--- config.mk ---
export PLATFORM = sky130hd
export DESIGN_NAME = trace_recorder
export DESIGN_NICKNAME = d
export VERILOG_FILES = /design/src/rtl/trace_recorder.sv
export SDC_FILE = /design/constraint.sdc
export NUM_CORES = 2
export LEC_CHECK = 0
export BUFFER_PORTS_ARGS = -buffer_cell sky130_fd_sc_hd__buf_2
export CAP_MARGIN = 20
export CORE_ASPECT_RATIO = 1.25
export CORE_MARGIN = 4
export CORE_UTILIZATION = 30
export CTS_BUF_LIST = sky130_fd_sc_hd__clkbuf_8
export DETAILED_ROUTE_END_ITERATION = 8
export HOLD_SLACK_MARGIN = 0.06
export PLACE_DENSITY = 0.46
export SLEW_MARGIN = 20
export SYNTH_ARGS = -nofsm -noshare
export SYNTH_HDL_FRONTEND = slang
export SYNTH_SLANG_ARGS = --single-unit
--- constraint.sdc ---
create_clock -name clk -period 6.9 [get_ports clk]
set_clock_uncertainty 0.1 [all_clocks]
set_input_delay 1.38 -clock clk [delete_from_list [all_inputs] [get_ports clk]]
set_output_delay 1.38 -clock clk [all_outputs]
set_load 0.005 [all_outputs]
--- src/rtl/trace_recorder.sv ---
module trace_recorder #(
  parameter int W      = 16,
  parameter int DEPTH  = 64,
  parameter int NUM_WP = 4,
  parameter int LOGS   = 8,
  parameter int LOG_AW = $clog2(LOGS),
  parameter int DBG_AW = 10
) (
  input  logic              clk,
  input  logic              rst_n,
  input  logic              probe_valid,
  input  logic [W-1:0]      probe_pc,
  input  logic [W-1:0]      probe_addr,
  input  logic [W-1:0]      probe_data,
  input  logic              probe_write,
  input  logic              sys_log_we,
  input  logic [LOG_AW-1:0] sys_log_sel,
  input  logic [W-1:0]      sys_log_data,
  input  logic              dbg_we,
  input  logic [DBG_AW-1:0] dbg_addr,
  input  logic [W-1:0]      dbg_wdata,
  output logic [W-1:0]      dbg_rdata,
  output logic              halt_req
);
  localparam int IW = $clog2(DEPTH);
  localparam logic [1:0] ACT_START = 2'd1, ACT_STOP = 2'd2, ACT_HALT = 2'd3;

  logic [W-1:0] m_pc [DEPTH];
  logic [W-1:0] m_ad [DEPTH];
  logic [W-1:0] m_da [DEPTH];
  logic         m_wr [DEPTH];

  logic [W-1:0] wp_val [NUM_WP];
  logic [W-1:0] wp_msk [NUM_WP];
  logic         wp_src [NUM_WP];
  logic [1:0]   wp_act [NUM_WP];
  logic [W-1:0] log_q  [LOGS];

  logic [IW-1:0] wptr, phys;
  logic wrap, rec;
  logic [1:0] act, hit;

  always_comb begin
    act = 2'd0;
    for (int i = NUM_WP - 1; i >= 0; i--)
      if (wp_act[i] != 2'd0 &&
          (((wp_src[i] ? probe_addr : probe_pc) ^ wp_val[i]) & wp_msk[i]) == '0)
        act = wp_act[i];
  end

  assign hit = probe_valid ? act : 2'd0;

  wire ctrl_wr = dbg_we && dbg_addr == '0;
  wire clr_buf = ctrl_wr && dbg_wdata[2];
  wire store   = probe_valid && (rec || hit == ACT_START);
  wire wp_sel  = dbg_addr[DBG_AW-1:4] == 1;
  wire log_sel = dbg_addr[DBG_AW-1:5] == 1;

  always_ff @(posedge clk or negedge rst_n) begin
    if (!rst_n) begin
      rec <= 1'b0; halt_req <= 1'b0; wptr <= '0; wrap <= 1'b0;
    end else begin
      if (ctrl_wr)               rec <= dbg_wdata[0];
      else if (hit == ACT_START) rec <= 1'b1;
      else if (hit == ACT_STOP)  rec <= 1'b0;

      if (hit == ACT_HALT)               halt_req <= 1'b1;
      else if (ctrl_wr && dbg_wdata[1])  halt_req <= 1'b0;

      if (clr_buf) begin
        wptr <= '0; wrap <= 1'b0;
      end else if (store) begin
        wptr <= wptr + 1'b1;
        if (&wptr) wrap <= 1'b1;
      end
    end
  end

  always_ff @(posedge clk)
    if (store) begin
      m_pc[wptr] <= probe_pc;
      m_ad[wptr] <= probe_addr;
      m_da[wptr] <= probe_data;
      m_wr[wptr] <= probe_write;
    end

  always_ff @(posedge clk or negedge rst_n) begin
    if (!rst_n) begin
      for (int i = 0; i < NUM_WP; i++) begin
        wp_val[i] <= '0; wp_msk[i] <= '0; wp_src[i] <= 1'b0; wp_act[i] <= 2'd0;
      end
      for (int j = 0; j < LOGS; j++) log_q[j] <= '0;
    end else begin
      for (int i = 0; i < NUM_WP; i++)
        if (dbg_we && wp_sel && dbg_addr[3:2] == 2'(i))
          case (dbg_addr[1:0])
            2'd0: wp_val[i] <= dbg_wdata;
            2'd1: wp_msk[i] <= dbg_wdata;
            2'd2: {wp_src[i], wp_act[i]} <= dbg_wdata[2:0];
            default: ;
          endcase
      for (int j = 0; j < LOGS; j++)
        if (sys_log_we && sys_log_sel == LOG_AW'(j)) log_q[j] <= sys_log_data;
    end
  end

  assign phys = wptr + dbg_addr[IW+1:2];

  always_comb begin
    dbg_rdata = '0;
    if (dbg_addr[DBG_AW-1]) begin
      case (dbg_addr[1:0])
        2'd0: dbg_rdata = m_pc[phys];
        2'd1: dbg_rdata = m_ad[phys];
        2'd2: dbg_rdata = m_da[phys];
        default: dbg_rdata = W'(m_wr[phys]);
      endcase
    end else if (dbg_addr == '0) begin
      dbg_rdata = W'({wrap, halt_req, rec});
    end else if (dbg_addr == 1) begin
      dbg_rdata = W'(wptr);
    end else if (wp_sel) begin
      for (int i = 0; i < NUM_WP; i++)
        if (dbg_addr[3:2] == 2'(i))
          case (dbg_addr[1:0])
            2'd0: dbg_rdata = wp_val[i];
            2'd1: dbg_rdata = wp_msk[i];
            2'd2: dbg_rdata = W'({wp_src[i], wp_act[i]});
            default: ;
          endcase
    end else if (log_sel) begin
      for (int j = 0; j < LOGS; j++)
        if (dbg_addr[4:0] == 5'(j)) dbg_rdata = log_q[j];
    end
  end
endmodule


# [Yosys cells after proc, flatten, opt, wreduce, memory -nomap -nowiden]
# Memory sizes are Yosys's and may differ from the RTL's.
# Cells that the tools add are included.
[classes] multipliers=0 n_shift=0 n_bitwise=8 n_addsub=2 magnitude_cmp=0 reduce_logical=53 n_eq_ne=25 muxes=43 n_div=0
[op_table] operator="2-to-1 mux 16 bit" n=21
[op_table] operator="one-hot mux 16 bit (3 select lines)" n=5
[op_table] operator="bitwise AND 16 bit" n=4
[op_table] operator="logical NOT 16 bit" n=4
[op_table] operator="bitwise XOR 16 bit" n=4
[op_table] operator="AND reduction 2 bit" n=13
[op_table] operator="logical AND 1 bit" n=21
[op_table] operator="== test 5 x 3 -> 1 bit (second input constant)" n=4
[op_table] operator="nonzero test 2 bit" n=7
[op_table] operator="== test 3 bit (second input constant)" n=4
[op_table] operator="2-to-1 mux 6 bit" n=2
[op_table] operator="== test 10 x 1 -> 1 bit (second input constant)" n=1
[op_table] operator="== test 2 bit (second input constant)" n=5
[op_table] operator="== test 5 x 1 -> 1 bit (second input constant)" n=2
[op_table] operator="== test 5 x 2 -> 1 bit (second input constant)" n=2
[op_table] operator="logical NOT 10 bit" n=1
[op_table] operator="2-to-1 mux 1 bit" n=10
[op_table] operator="2-to-1 mux 2 bit" n=5
[op_table] operator="adder 6 x 1 -> 6 bit (second input constant)" n=1
[op_table] operator="adder 6 bit" n=1
[op_table] operator="== test 2 x 1 -> 1 bit (second input constant)" n=3
[op_table] operator="== test 3 x 2 -> 1 bit (second input constant)" n=2
[op_table] operator="== test 6 x 1 -> 1 bit (second input constant)" n=1
[op_table] operator="AND reduction 6 bit" n=1
[op_table] operator="other kinds (6)" n=7
[totals] reg_bits=277 input_bits=99 word_cells=163 latch_bits=0 mem_bits_rw=3136 out_inout_bits=17 memories=4 romBits=0
[memory_table] memory="m_ad" words=64 width=16 read_ports=1 rd_clocked_by_memory_dff=0 write_ports=1 line_no="29" text="logic [W-1:0] m_ad [DEPTH];"
[memory_table] memory="m_da" words=64 width=16 read_ports=1 rd_clocked_by_memory_dff=0 write_ports=1 line_no="30" text="logic [W-1:0] m_da [DEPTH];"
[memory_table] memory="m_pc" words=64 width=16 read_ports=1 rd_clocked_by_memory_dff=0 write_ports=1 line_no="28" text="logic [W-1:0] m_pc [DEPTH];"
[memory_table] memory="m_wr" words=64 width=1 read_ports=1 rd_clocked_by_memory_dff=0 write_ports=1 line_no="31" text="logic m_wr [DEPTH];"

# [Logic depth before layout (Yosys ltp)]
[depth] ltp_word=15 mapped_depth=15 ltp_nobuf=12

# [Worst setup path before layout]
# OpenSTA, ideal clock, no wires.
[synth_path] path_type="in2out" start="input dbg_addr[2]" end="output dbg_rdata[12]" stages=12 path_buffers=3 required_ps=5420 setup_slack_ps=708 arrival_time_ps=4712 cell_sequence="ha_1 > fa_1 > xnor2_1 > buf_2 > buf_1 > buf_2 > mux4_2 > mux2i_1 > nand2_1 > o21ai_1 > o22ai_1 > a221o_1"
[synth_between] elab_chain_cells=14 elab_cells_between_ends=39 cone_classes="add/sub (1); eq/ne (11); mux (21); reduce/logical (3); memory (3)"
[synth_lines] element="start, declared" line_no="20" text="input logic [DBG_AW-1:0] dbg_addr,"
[synth_lines] element="branches (longest 13 deep; another with memory read (64 x 16 bit))"
[synth_lines] element="2-to-1 mux 16 bit (*)" line_no="111" text="if (dbg_addr[DBG_AW-1]) begin"
[synth_lines] element="end, declared" line_no="22" text="output logic [W-1:0] dbg_rdata,"
# Mark *: on every way between the ends.

# [Final worst setup path]
[layout_path] start="input dbg_addr[2]" end="output dbg_rdata[9]"
# The elaborated chain is that of the path after synthesis.

==> results.md <==
- Outcome: complete, but fails checks
- Synthesized area per cell: 22.8 µm²
- GPL Wtd Cong: 0.812
- Dpl hpwl: 245000 µm
- H-tree Lvls: 6
- Synth area leader: edfxtp_1
- Netlist cell types: 57
- Synth async-reset ratio: 8.12%
- Prevailing post-synth register cell: edfxtp_1
- YS warnings: 0
- WHS: 330 ps
- Worst vdd ir: 0.000352 V
- Port Buffers: 115
- Sequential share of the synthesized area: 75.3%
- Final Power: 68.1 mW
- Layout cell share with drive strength beyond 1: 39.1%
- Mapped Nets: 5989
- Worst setup margin: -87.1 ps
- Antenna violations before repair: 36
- Initial core utilization: 30.1%
- Global routing usage on met1: 24.3%
- Top cells by count, synth: edfxtp_1 (3136), mux4_2 (1018), mux2_2 (278)
- Critical path class: in2out
- Critical Path RT: 5420 ps
- Total CTS buffers: 553
- RSZ-0062 raised after global routing: true
- CTS tree: built
- Core Box Area: 0.446 mm²
- Seq cells post-synth: 3413
- Largest net degree at the start of global routing: 152
- I/O pin count: 116
- Clk Tree Root Cell: clkbuf_8
- Post-synthesis cell area: 0.134 mm²
- Final WL: 439000 µm
- Area grow syn2layout: 19.0%
- Pre-Repair DR Iteration Count: 6
- CP endpoint kind: output port
- Setup Viol. Count Final: 7
- Dpl cell area: 0.147 mm²
- DR DRC count: 0
- Nets: 6925
- Fin. max-slew vios: 0
- Finished Core Util: 35.8%
- Die area: 0.458 mm²
- Vias in the first global route: 71.5k
- Final instance area: 0.160 mm²
- F_max: 0.143 GHz
- Slew headroom: 28.4%
- Pleak: 51.8 nW
- CTS clk-pin slew, worst paths: 50 ps
- Met2 GRT Util: 33.3%
- Die Wd: 606 µm
- PD cells: 426 mW/mm²
- Grt total ovfl: 0
- Failing checks: negative setup slack
- Hold buffers post-CTS: 0
- Startpoint Class: input pin
- Crit path time final: 6990 ps
- # Max-Cap Violations: 0
- Post-DRT Antenna Nets: 0
- Hold Path Class: in2async
- Ranking of synthesized cells by area: edfxtp_1 (70%), mux4_2 (17%), dfrtp_1 (5.2%)
- Wire length per cell: 33.3 µm
- Top-area cell type share of the netlist area: 70.1%
- GR Layer Usage met3: 2.52%
- Most numerous cell in the Yosys netlist: edfxtp_1
- Worst Setup SP: dbg_addr[2]
- CP max FO: 6
- GRT Max-Usage Layer: met2
- Worst slew pin tran: 1070 ps
- Vias: 68.0k
- Vias/cell: 5.16
- Clk buf depth: 4
- Cells after Synth: 5883
- Worst-Skew Late Latency: 1110 ps
- Iteration-0 DRC Markers: 7185
- Die H: 756 µm
- First-pass GRT wire length: 603000 µm
- Gr usage total: 18.9%
- Row count: 274
- Crit Reg-Reg Startpoint: wp_src[0]
- Final Hold Fails: 0
- Arr. time, crit path: 5510 ps
- Post-synth EDFFs: 3136
- Crit share post-route: 101%
- Clk sinks: 3413
==> per-layer routing <==
metal / wire length, µm / share of wire (%)
met5: 92 / 0.021
met1: 177000 / 40
met4: 11600 / 2.6
met2: 228000 / 52
met3: 21900 / 5.0
==> sequential cells by signal, indices dropped and copies added (netlist names) <==
signal / count
wrap: 1
wp_src: 4
m_wr: 64
m_da: 1024
wp_msk: 64
wptr: 6
wp_val: 64
m_pc: 1024
log_q: 128
m_ad: 1024
halt_req: 1
wp_act: 8
rec: 1
==> where the power goes <==
part           total (mW)  leakage (nW)  switching, mW  internal [mW]
clock                16.4          5.73           8.25           8.12
sequential           23.3          31.8          0.169           23.1
combinational        28.5          14.3           14.0           14.4
total                68.1          51.8           22.4           45.6
==> through the flow <==
step           TNS, ps  std cells  worst slack (ps)
2_1_floorplan        0       5883               708
3_3_place_gp     -8730      12100             -1180
3_5_place_dp     -8070      12100              -786
4_1_cts          -1490      13100              -131
5_1_grt           -545      13200             -77.6
6_report          -175      13200             -87.1
==> worst paths after layout <==
check	end	slack [ps]	depth (start not counted)
max in group asynchronous	wp_val[28]	4860	2
max	dbg_rdata[9]	-90	14
min reg2reg	log_q[75]	400	1
min	log_q[66]	330	1
max reg2reg	m_pc[26][0]	1290	13
min in group clk	log_q[75]	400	1
==> cells in the final DEF, fill, tap and decap left out, types with 17 or more instances in the layout <==
master	netlist	final
xnor2_1	41	37
inv_1	17	191
a22oi_1	25	25
nor2_1	89	26
mux2_2	278	274
clkbuf_8	0	576
nor2b_1	17	17
a21oi_1	49	48
buf_2	98	99
edfxtp_1	3136	3136
o21ai_0	64	59
nand3_1	32	27
diode_2	0	19
nand2b_1	33	32
buf_4	5	337
mux2i_1	213	186
dfrtp_1	277	277
nand2_1	118	108
buf_16	0	25
clkinv_1	1	108
mux4_2	1018	1018
clkinv_2	0	47
buf_12	0	191
buf_6	1	36
nor2_4	0	63
==> layout make-up <==
type | instances | area [µm²]
well taps | 5934 | 7420
fillers | 41100 | 286000
diodes | 19 | 47.5
clock inverters | 385 | 2030
repair buffers | 702 | 8220
multi-input cells | 2131 | 32900
inverters | 18 | 70.1
clock buffers | 576 | 7930
flip-flops and latches | 3413 | 101000
==> cell families after synthesis <==
| logic type | share of synthesized area, % |
|---|---|
| compound gates | 1.17 |
| xor+xnor | 0.274 |
| fa+ha+maj | 0.0708 |
| buf+inv | 1.06 |
| flops | 75.3 |
| mux | 21.0 |
| simple gates | 1.15 |
==> worst max-delay path: stages <==
cell	delay, ps
buf_2	160
ha_4	180
fa_4	800
buf_12	160
buf_12	170
buf_16	150
buf_8	130
mux4_2	290
mux4_2	540
mux2i_2	230
mux4_2	450
o22ai_4	170
a221o_1	460
buf_2	160
==> repair_timing <==
item,4_1_cts,5_1_grt
resized for setup,168,45
setup buffers,52,31
pin swaps,27,20
endpoints found under the setup margin,16,15
cloned,17,5
Note: power is estimated with default switching activity, not from simulation.
